## src/rtl/mdio_mgmt_pkg.sv

```systemverilog
package mdio_mgmt_pkg;

  // Register map of the port
  localparam logic [1:0] REG_CFG  = 2'd0;
  localparam logic [1:0] REG_DATA = 2'd1;
  localparam logic [1:0] REG_CMD  = 2'd2;
  localparam logic [1:0] REG_STAT = 2'd3;

  // Clause-22 frame constants
  localparam int        FRAME_BITS = 32;
  localparam int        TA_FIRST   = 14;  // first turnaround bit index
  localparam int        DATA_FIRST = 16;  // first data bit index
  localparam int        CMD_W      = 12;
  localparam logic [1:0] OP_WRITE  = 2'b01;
  localparam logic [1:0] OP_READ   = 2'b10;
  localparam logic [1:0] START_PAT = 2'b01;
  localparam logic [1:0] TA_WRITE  = 2'b10;

  typedef enum logic [1:0] {
    ST_IDLE  = 2'd0,
    ST_PRE   = 2'd1,
    ST_FRAME = 2'd2
  } mdioPhase_e;

  // Strobes from control to datapath
  typedef struct packed {
    logic       load;      // capture command into frame shifter
    logic       advance;   // step to next frame bit (falling MDC)
    logic       sample;    // take mdioIn (rising MDC)
    logic       finish;    // last falling edge of the frame
    logic       inPre;     // preamble bits in progress
    logic [4:0] frameIdx;  // current frame bit index
  } mdioStrobe_t;

endpackage

```

## src/rtl/mdio_mgmt_ctrl.sv

```systemverilog
module mdio_mgmt_ctrl
  import mdio_mgmt_pkg::*;
#(
  parameter int DIV_W   = 8,
  parameter int PRE_LEN = 32
) (
  input  logic             clk,
  input  logic             rstN,
  input  logic             cmdGo,
  input  logic             suppress,
  input  logic [DIV_W-1:0] divisor,
  output logic             mdc,
  output logic             busy,
  output mdioStrobe_t      strb
);

  localparam int SPAN  = (PRE_LEN > FRAME_BITS) ? PRE_LEN : FRAME_BITS;
  localparam int BIT_W = $clog2(SPAN);

  mdioPhase_e       state;
  logic [DIV_W-1:0] phaseCnt;
  logic [DIV_W-1:0] lowQ, highQ;
  logic [BIT_W-1:0] bitCnt;

  logic [DIV_W-1:0] effDiv, lowLen, highLen;
  logic             lastBit, endLow, endHigh;

  // Divisor below two still gives one low and one high cycle
  always_comb begin
    effDiv  = (divisor < DIV_W'(2)) ? DIV_W'(2) : divisor;
    lowLen  = effDiv >> 1;
    highLen = effDiv - lowLen;
  end

  always_comb begin
    if (state == ST_PRE) lastBit = (bitCnt == BIT_W'(PRE_LEN - 1));
    else                 lastBit = (bitCnt == BIT_W'(FRAME_BITS - 1));
    endLow  = (state != ST_IDLE) && !mdc && (phaseCnt == lowQ - DIV_W'(1));
    endHigh = (state != ST_IDLE) &&  mdc && (phaseCnt == highQ - DIV_W'(1));
  end

  always_ff @(posedge clk) begin
    if (!rstN) begin
      state    <= ST_IDLE;
      busy     <= 1'b0;
      mdc      <= 1'b0;
      phaseCnt <= '0;
      bitCnt   <= '0;
      lowQ     <= DIV_W'(1);
      highQ    <= DIV_W'(1);
    end else begin
      case (state)
        ST_IDLE: begin
          if (cmdGo) begin
            state    <= suppress ? ST_FRAME : ST_PRE;
            busy     <= 1'b1;
            mdc      <= 1'b0;
            phaseCnt <= '0;
            bitCnt   <= '0;
            lowQ     <= lowLen;
            highQ    <= highLen;
          end
        end
        default: begin
          if (endLow) begin
            mdc      <= 1'b1;
            phaseCnt <= '0;
          end else if (endHigh) begin
            mdc      <= 1'b0;
            phaseCnt <= '0;
            if (lastBit) begin
              bitCnt <= '0;
              if (state == ST_PRE) begin
                state <= ST_FRAME;
              end else begin
                state <= ST_IDLE;
                busy  <= 1'b0;
              end
            end else begin
              bitCnt <= bitCnt + BIT_W'(1);
            end
          end else begin
            phaseCnt <= phaseCnt + DIV_W'(1);
          end
        end
      endcase
    end
  end

  always_comb begin
    strb          = '0;
    strb.load     = (state == ST_IDLE) && cmdGo;
    strb.advance  = endHigh && (state == ST_FRAME);
    strb.sample   = (state == ST_FRAME) && mdc && (phaseCnt == '0);
    strb.finish   = endHigh && (state == ST_FRAME) && lastBit;
    strb.inPre    = (state == ST_PRE);
    strb.frameIdx = 5'(bitCnt);
  end

  // busy only drops together with the final falling MDC edge
  a_r9_busy_ends_on_fall: assert property (@(posedge clk) disable iff (!rstN)
    $fell(busy) |-> $fell(mdc));

  // no clock toggling outside a transaction
  a_r11_idle_mdc_low: assert property (@(posedge clk) disable iff (!rstN)
    !busy |-> !mdc);

  // a rising MDC edge only happens inside a transaction
  a_r7_rise_when_busy: assert property (@(posedge clk) disable iff (!rstN)
    $rose(mdc) |-> busy);

endmodule

```

## src/rtl/mdio_mgmt_datapath.sv

```systemverilog
module mdio_mgmt_datapath
  import mdio_mgmt_pkg::*;
#(
  parameter int BUS_W       = 32,
  parameter int DIV_W       = 8,
  parameter int DIV_DEFAULT = 32
) (
  input  logic             clk,
  input  logic             rstN,
  input  logic             wrEn,
  input  logic [1:0]       wrAddr,
  input  logic [BUS_W-1:0] wrData,
  input  logic [1:0]       rdAddr,
  output logic [BUS_W-1:0] rdData,
  input  logic             busy,
  input  mdioStrobe_t      strb,
  input  logic             mdioIn,
  output logic             mdioOut,
  output logic             mdioOe,
  output logic             cmdGo,
  output logic             suppress,
  output logic [DIV_W-1:0] divisor
);

  logic [DIV_W-1:0]      divReg;
  logic                  supReg;
  logic [15:0]           dataReg;
  logic [CMD_W-1:0]      cmdReg;
  logic [FRAME_BITS-1:0] frameReg;
  logic                  isReadQ;
  logic [15:0]           capShift;
  logic [1:0]            newOp;
  logic [1:0]            newTa;
  logic                  released;

  assign cmdGo    = wrEn && (wrAddr == REG_CMD) && !busy;
  assign suppress = supReg;
  assign divisor  = divReg;
  assign newOp    = wrData[11:10];
  assign newTa    = (newOp == OP_READ) ? 2'b00 : TA_WRITE;

  always_ff @(posedge clk) begin
    if (!rstN) begin
      divReg   <= DIV_W'(DIV_DEFAULT);
      supReg   <= 1'b0;
      dataReg  <= '0;
      cmdReg   <= '0;
      frameReg <= '0;
      isReadQ  <= 1'b0;
      capShift <= '0;
    end else begin
      if (wrEn && (wrAddr == REG_CFG)) begin
        divReg <= wrData[DIV_W-1:0];
        supReg <= wrData[DIV_W];
      end
      if (wrEn && (wrAddr == REG_DATA)) dataReg <= wrData[15:0];
      if (cmdGo) cmdReg <= wrData[CMD_W-1:0];
      if (strb.load) begin
        frameReg <= {START_PAT, newOp, wrData[9:5], wrData[4:0], newTa, dataReg};
        isReadQ  <= (newOp == OP_READ);
      end else if (strb.advance) begin
        frameReg <= frameReg << 1;
      end
      if (strb.sample && isReadQ && (strb.frameIdx >= 5'(DATA_FIRST)))
        capShift <= {capShift[14:0], mdioIn};
      // Returned value lands when the frame closes
      if (strb.finish && isReadQ)
        dataReg <= strb.sample ? {capShift[14:0], mdioIn} : capShift;
    end
  end

  always_comb begin
    released = isReadQ && !strb.inPre && (strb.frameIdx >= 5'(TA_FIRST));
    mdioOe   = busy && !released;
    if (!busy || strb.inPre) mdioOut = 1'b1;
    else                     mdioOut = frameReg[FRAME_BITS-1];
  end

  always_comb begin
    case (rdAddr)
      REG_CFG:  rdData = BUS_W'({supReg, divReg});
      REG_DATA: rdData = BUS_W'(dataReg);
      REG_CMD:  rdData = BUS_W'(cmdReg);
      default:  rdData = BUS_W'(busy);
    endcase
  end

  // a command write during a transaction leaves the command untouched
  a_r10_cmd_locked: assert property (@(posedge clk) disable iff (!rstN)
    (busy && wrEn && (wrAddr == REG_CMD)) |=> $stable(cmdReg));

  // an accepted command raises busy on the next cycle
  a_r2_go_sets_busy: assert property (@(posedge clk) disable iff (!rstN)
    cmdGo |=> busy);

  // line released whenever idle
  a_r11_idle_released: assert property (@(posedge clk) disable iff (!rstN)
    !busy |-> !mdioOe);

endmodule

```

## src/rtl/mdio_manager.sv

```systemverilog
module mdio_manager
  import mdio_mgmt_pkg::*;
#(
  parameter int BUS_W       = 32,
  parameter int DIV_W       = 8,
  parameter int DIV_DEFAULT = 32,
  parameter int PRE_LEN     = 32
) (
  input  logic             clk,
  input  logic             rstN,
  input  logic             regWrEn,
  input  logic [1:0]       regWrAddr,
  input  logic [BUS_W-1:0] regWrData,
  input  logic [1:0]       regRdAddr,
  output logic [BUS_W-1:0] regRdData,
  output logic             mdc,
  output logic             mdioOut,
  output logic             mdioOe,
  input  logic             mdioIn
);

  mdioStrobe_t      strb;
  logic             cmdGo, suppress, busy;
  logic [DIV_W-1:0] divisor;

  mdio_mgmt_ctrl #(.DIV_W(DIV_W), .PRE_LEN(PRE_LEN)) u_ctrl (
    .clk      (clk),
    .rstN     (rstN),
    .cmdGo    (cmdGo),
    .suppress (suppress),
    .divisor  (divisor),
    .mdc      (mdc),
    .busy     (busy),
    .strb     (strb)
  );

  mdio_mgmt_datapath #(.BUS_W(BUS_W), .DIV_W(DIV_W), .DIV_DEFAULT(DIV_DEFAULT)) u_dp (
    .clk      (clk),
    .rstN     (rstN),
    .wrEn     (regWrEn),
    .wrAddr   (regWrAddr),
    .wrData   (regWrData),
    .rdAddr   (regRdAddr),
    .rdData   (regRdData),
    .busy     (busy),
    .strb     (strb),
    .mdioIn   (mdioIn),
    .mdioOut  (mdioOut),
    .mdioOe   (mdioOe),
    .cmdGo    (cmdGo),
    .suppress (suppress),
    .divisor  (divisor)
  );

  // the line holds still while MDC is high
  a_r8_stable_while_high: assert property (@(posedge clk) disable iff (!rstN)
    (mdc && $past(mdc)) |-> ($stable(mdioOut) && $stable(mdioOe)));

endmodule

```

## config.mk

```make
export PLATFORM = sky130hd
export DESIGN_NAME = mdio_manager
export DESIGN_NICKNAME = d
export VERILOG_FILES = /design/src/rtl/mdio_mgmt_pkg.sv /design/src/rtl/mdio_mgmt_ctrl.sv /design/src/rtl/mdio_mgmt_datapath.sv /design/src/rtl/mdio_manager.sv
export SDC_FILE = /design/constraint.sdc
export NUM_CORES = 1
export LEC_CHECK = 0
export ABC_AREA = 1
export BUFFER_PORTS_ARGS = -buffer_cell sky130_fd_sc_hd__buf_2
export CAP_MARGIN = 20
export CORE_UTILIZATION = 50
export DETAILED_ROUTE_END_ITERATION = 16
export HOLD_SLACK_MARGIN = 0.12
export PLACE_DENSITY = 0.71
export SYNTH_ARGS = -nofsm -noshare
export SYNTH_HDL_FRONTEND = slang
export SYNTH_HIERARCHICAL = 1
export SYNTH_SLANG_ARGS = --single-unit
```

## constraint.sdc

```tcl
create_clock -name clk -period 3.8 [get_ports clk]
set_clock_uncertainty 0.2 [all_clocks]
set_input_delay 0.95 -clock clk [delete_from_list [all_inputs] [get_ports clk]]
set_output_delay 0.95 -clock clk [all_outputs]
set_load 0.01 [all_outputs]
```

==> Word level (Yosys, flattened, before mapping) <==
Cells that the tools add are included.
{ "totals": {"regBits": 118, "input_bits": 40, "out_inout_bits": 35, "word_cells": 112} }
{ "op_classes": {"add_sub_neg": 5, "magnitude_cmp": 3, "eq_ne": 13, "n_mux": 35, "n_bitwise": 1, "n_reduce_logical": 40} }
{ "op_table": {"columns": ["operator", "n"], "rows": [
  ["two-way mux 31 bit", 2],
  ["two-way mux 16 bit", 3],
  ["one-hot mux 16 bit (3 select lines)", 1],
  ["two-way mux 8 bit", 5],
  ["two-way mux 5 bit", 5],
  ["logical AND 1 bit", 19],
  ["== test 8 bit", 2],
  ["two-way mux 2 bit", 8],
  ["two-way mux 1 bit", 11],
  ["nonzero test 2 bit", 5],
  ["adder 8 x 1 -> 8 bit (second input constant)", 1],
  ["== test 2 bit (second input constant)", 4],
  ["zero test 8 bit", 1],
  ["less-than comparator 8 x 2 -> 1 bit (second input constant)", 1],
  ["subtractor 7 x 1 -> 8 bit (second input constant)", 1],
  ["subtractor 8 x 1 -> 8 bit (second input constant)", 1],
  ["subtractor 8 x 7 -> 8 bit", 1],
  ["== test 2 x 1 -> 1 bit (second input constant)", 3],
  ["zero test 2 bit", 3],
  ["adder 5 x 1 -> 5 bit (second input constant)", 1],
  ["== test 5 bit (second input constant)", 1],
  [">= comparator 5 x 4 -> 1 bit (second input constant)", 1],
  [">= comparator 5 bit (second input constant)", 1],
  ["AND reduction 5 bit", 1],
  ["other kinds (10)", 15]
]} }

==> Depth between registers and ports, before layout <==
{ "logic_depth": {"ltp_word": 7, "mapped_depth": 19, "ltp_nobuf": 17} }

==> Modules after synthesis <==
The synthesis kept the hierarchy.
{ "by_module_without_submodules": {"columns": ["module", "n_inst", "cells_each", "area_per_inst_um2", "seq_area_each_um2"], "rows": [
  ["mdio_mgmt_datapath", 1, 630, 4266.6, 1721.7],
  ["mdio_mgmt_ctrl", 1, 360, 2386.0, 640.6]
]} }

==> Worst setup path after synthesis <==
Ideal clock, no wire load.
{ "synth_timing": {"kind": "input port to flip-flop", "from": "input regWrAddr[0]", "to": "register u_dp.frameReg[10]", "setup_ns": 0.057, "t_arrival_ns": 2.501, "required_ns": 3.543, "slack_ns": 1.042, "path_stages": 13, "n_path_buf": 4, "path_cell_list": "nor2_1 nand3_1 inv_2 buf_2 nand2_1 inv_1 buf_2 buf_4 inv_2 buf_4 o211ai_2 nand2_1 inv_1"} }
{ "synth_lines": {"columns": ["item", "line", "source"], "rows": [
  ["start: declaration", "mdio_manager.sv:12", "input logic [1:0] regWrAddr,"],
  ["end signal: assignment", "mdio_mgmt_datapath.sv:59", "frameReg <= {START_PAT, newOp, wrData[9:5], wrData[4:0], newTa, dataReg};"],
  ["end signal: assignment", "mdio_mgmt_datapath.sv:62", "frameReg <= frameReg << 1;"],
  ["end: declaration", "mdio_mgmt_datapath.sv:29", "logic [FRAME_BITS-1:0] frameReg;"]
]} }

==> Worst setup path after layout <==
{ "layout_timing": {"from": "input regRdAddr[1]", "to": "output regRdData[4]"} }
{ "layout_via": {"elab_chain_len": 2, "word_cells_on_any_way": 4, "classes_between": "2 x eq/ne; 1 x mux; 1 x reduce/logical"} }
{ "layout_lines": {"columns": ["item", "line", "source"], "rows": [
  ["start: declaration", "mdio_manager.sv:14", "input logic [1:0] regRdAddr,"],
  ["== test 2 bit, or another cell as far along", "mdio_mgmt_datapath.sv:80", "case (rdAddr)"],
  ["one-hot mux 16 bit (3 select lines) (*)", "mdio_mgmt_datapath.sv:80", null],
  ["end: declaration", "mdio_manager.sv:15", "output logic [BUS_W-1:0] regRdData,"]
]} }
Every way passes the cells marked *; elsewhere a longest branch is shown, timed or not.

==> impl_metrics.yaml <==
global_route:
  grt_pass1_wl_mm: 28.1
  grt_max_degree: 69
  first_global_vias: 5827
  grt_overflow_total: 0
  grt_antenna_before_repair: 0
  track_usage_pct: 25.4
clock_network:
  path_clk_slew_ps: 50
  clock_sinks: 118
  cts_hold_buf: 0
  clock_path_buffers: 2
  cts_made_buffers: 17
  cts_tree: "built"
  root_buffer: "clkbuf_16"
  h-tree-depth: 4
  clock_latency_ps: 420
  cts_resized: 0
  postCtsSetupBuffers: 0
setup_path:
  crit_chain: "buf_2 > inv_1 > nor2_1 > buf_4 > nand2_1 > o211ai_1 > buf_2"
  cp_data_arrival_time_ps: 1990
  r2r_cells: 16
  rr_endpoint: "u_dp/dataReg[15]$_SDFFE_PN0P_"
  end_kind: "output pin"
  worst_path_max_delay_cell: "nor2_1"
  critPathMaxStageDelay_ps: 330
  cp-startpoint: "regRdAddr[1]"
  startpoint_type: "input port"
  worstPathRequired_ps: 2650
  r2r_slack_ps: 790
  r2r-start: "u_ctrl/highQ[0]$_SDFFE_PN1P_"
  cp-endpoint: "regRdData[4]"
  path_common_cell: "buf_2"
  crit_path_max_fanout: 7
  path_class: "in -> out"
run:
  maxCapViolCount: 0
sta:
  drv_slew: 0
  hold_viol_final: 0
  setup_viol_count_final: 0
  period_share_pct: 82.5
  period_needed_ps: 3140
  fmax_ghz: 0.319
  slew_headroom_pct: 48.6
  tns_ps: 0
  worst_pin_slew_ps: 771
  rsz0062_at_grt: "no"
detailed_routing:
  wire_per_inst_microns: 14.1
  routed_via_density: 5.25
  drtPass1Iterations: 5
  first_iter_violations: 612
  postRouteAntennaNets: 0
  vias: 6273
  totalWireLength_mm: 16.8
  drc_errors: 0
synth:
  ys_types: 43
  synth_area_leaders: "dfxtp_1 36%, nand2_1 15%, inv_1 6.5%"
  synth_common_cells: "273 x nand2_1, 118 x dfxtp_1, 115 x inv_1"
  synth_top_cell_area_share_pct: 35.5
  synth_warnings: 6
  synth.largest_area_cell: "dfxtp_1"
  ys_async_sr_fraction_pct: 0
  yosysMostFrequentCell: "nand2_1"
  synth_seq_cells: 118
  avgSynthCellArea_sq_um: 6.72
  syn-cell-area_sq_um: 6650
  synth_edf_count: 0
  ys_seq_area_share_pct: 35.5
  synth-main-ff-cell: "dfxtp_1"
  synthCells: 990
place:
  dpl-instance-area_sq_um: 6860
  place.gp.congestion: 0.827
  port_buffers: 42
  hpwl_mm: 11.3
finish:
  postLayoutCellArea_sq_um: 7480
  multi_input_area_sq_um: 3510
  ff_latch_area_sq_um: 2360
  antennaDiodeCount: 0
  layout-drive-gt1-share_pct: 12.7
  area_delta_synth_final_pct: 12.5
  finalNetCount: 1067
  fillers: 1208
worst_hold_path:
  hold_path_class: "reg -> reg"
pwr:
  leakagePower_nw: 3.43
  peakVddDrop_uv: 277
  p_per_area_nw_per_um2: 451
  finalPower_mw: 3.37
floorplan:
  die_h_microns: 117
  start_util_pct: 52.1
  rows: 41
  core_area_sq_um: 12800
  pin_count: 75
  dieArea_sq_um: 13800
  dieWidth_microns: 117
run_status:
  status: "finished, final reports clean"
final cells by class:
class	instances	share of cell area (%)
Multi-Input combinational cell	696	46.9
Clock buffer	21	6.29
Timing Repair Buffer	52	3.98
Tap cell	172	2.88
Clock inverter	9	2.01
Sequential cell	118	31.6
Inverter	127	6.37
layer usage:
metal,share of wire (%),GRT usage (%),up-vias
li1,-,-,3203
met1,47,32.6,2898
met2,47,41.1,142
met3,4.1,5.20,30
met4,2.3,10.7,0
met5,0,0,-
cells by family after synthesis:
group	Yosys count	synth area share, %
simple gates	480	31.5
fa+ha+maj	15	2.93
compound gates	167	14.9
flops	118	35.5
other cells	1	0.0564
buf+inv	191	12.6
xor+xnor	18	2.48
cells in the final DEF (no fill, tap or decap), drive strengths merged:
cell	count
xnor2	2
nor3	5
clkinvlp	2
xor2	16
inv	127
o311ai	1
nand3	65
conb	16
buf	52
nand2	280
a31oi	1
ha	14
or2	5
o211ai	35
nand3b	2
nor4	4
o21ai	54
a21oi	73
clkinv	3
fa	1
clkbuf	21
a211oi	2
nand4	27
o221ai	1
and2	1
nor2	91
dfxtp	118
bufinv	4
worst min-delay path by stage:
stage                                   startpoint                             end  slack (ps)  cells after the start
floorplan           u_dp/capShift[15]$_SDFFE_PN0P_  u_dp/capShift[15]$_SDFFE_PN0P_         220                      2
global placement    u_dp/capShift[15]$_SDFFE_PN0P_  u_dp/capShift[15]$_SDFFE_PN0P_         240                      2
detailed placement  u_dp/capShift[15]$_SDFFE_PN0P_  u_dp/capShift[15]$_SDFFE_PN0P_         240                      2
CTS                 u_dp/capShift[15]$_SDFFE_PN0P_  u_dp/capShift[15]$_SDFFE_PN0P_         250                      2
global route        u_dp/capShift[15]$_SDFFE_PN0P_  u_dp/capShift[15]$_SDFFE_PN0P_         280                      2
finish              u_dp/capShift[15]$_SDFFE_PN0P_  u_dp/capShift[15]$_SDFFE_PN0P_         250                      2
sequential cells by signal, indices dropped and copies added (netlist names):
signal	cells
u_dp/isReadQ	1
u_dp/frameReg	32
u_dp/dataReg	16
u_dp/suppress	1
u_ctrl/phaseCnt	8
u_ctrl/highQ	8
u_dp/capShift	16
u_ctrl/mdc	1
u_dp/cmdReg	12
u_ctrl/bitCnt	5
u_ctrl/state	2
u_ctrl/busy	1
u_dp/divisor	8
u_ctrl/lowQ	7
critical path, delay by kind of cell:
kind                   cells  cell delay [ps]
AOI/OAI and AO/OA          1               90
buffers and inverters      4              560
and+or+nand+nor            2              390
metrics by stage:
| stage | hold slack, ps | utilization [%] | setup slack (ps) | cells |
|---|---|---|---|---|
| after floorplan | 223 | - | 1040 | 1005 |
| after global routing | 277 | 58.6 | 402 | 1195 |
| after detailed placement | 243 | 53.7 | 583 | 1165 |
| after global placement | 235 | 53.7 | 602 | 1165 |
| after CTS | 251 | 58.6 | 681 | 1195 |
| final | 247 | 58.6 | 665 | 1195 |
where the power goes:
part	internal [mW]	switching, mW
Sequential	1.28	0.0345
Clock	1.14	0.570
Combinational	0.119	0.232
No activity file was read; power rests on OpenSTA's default activity.
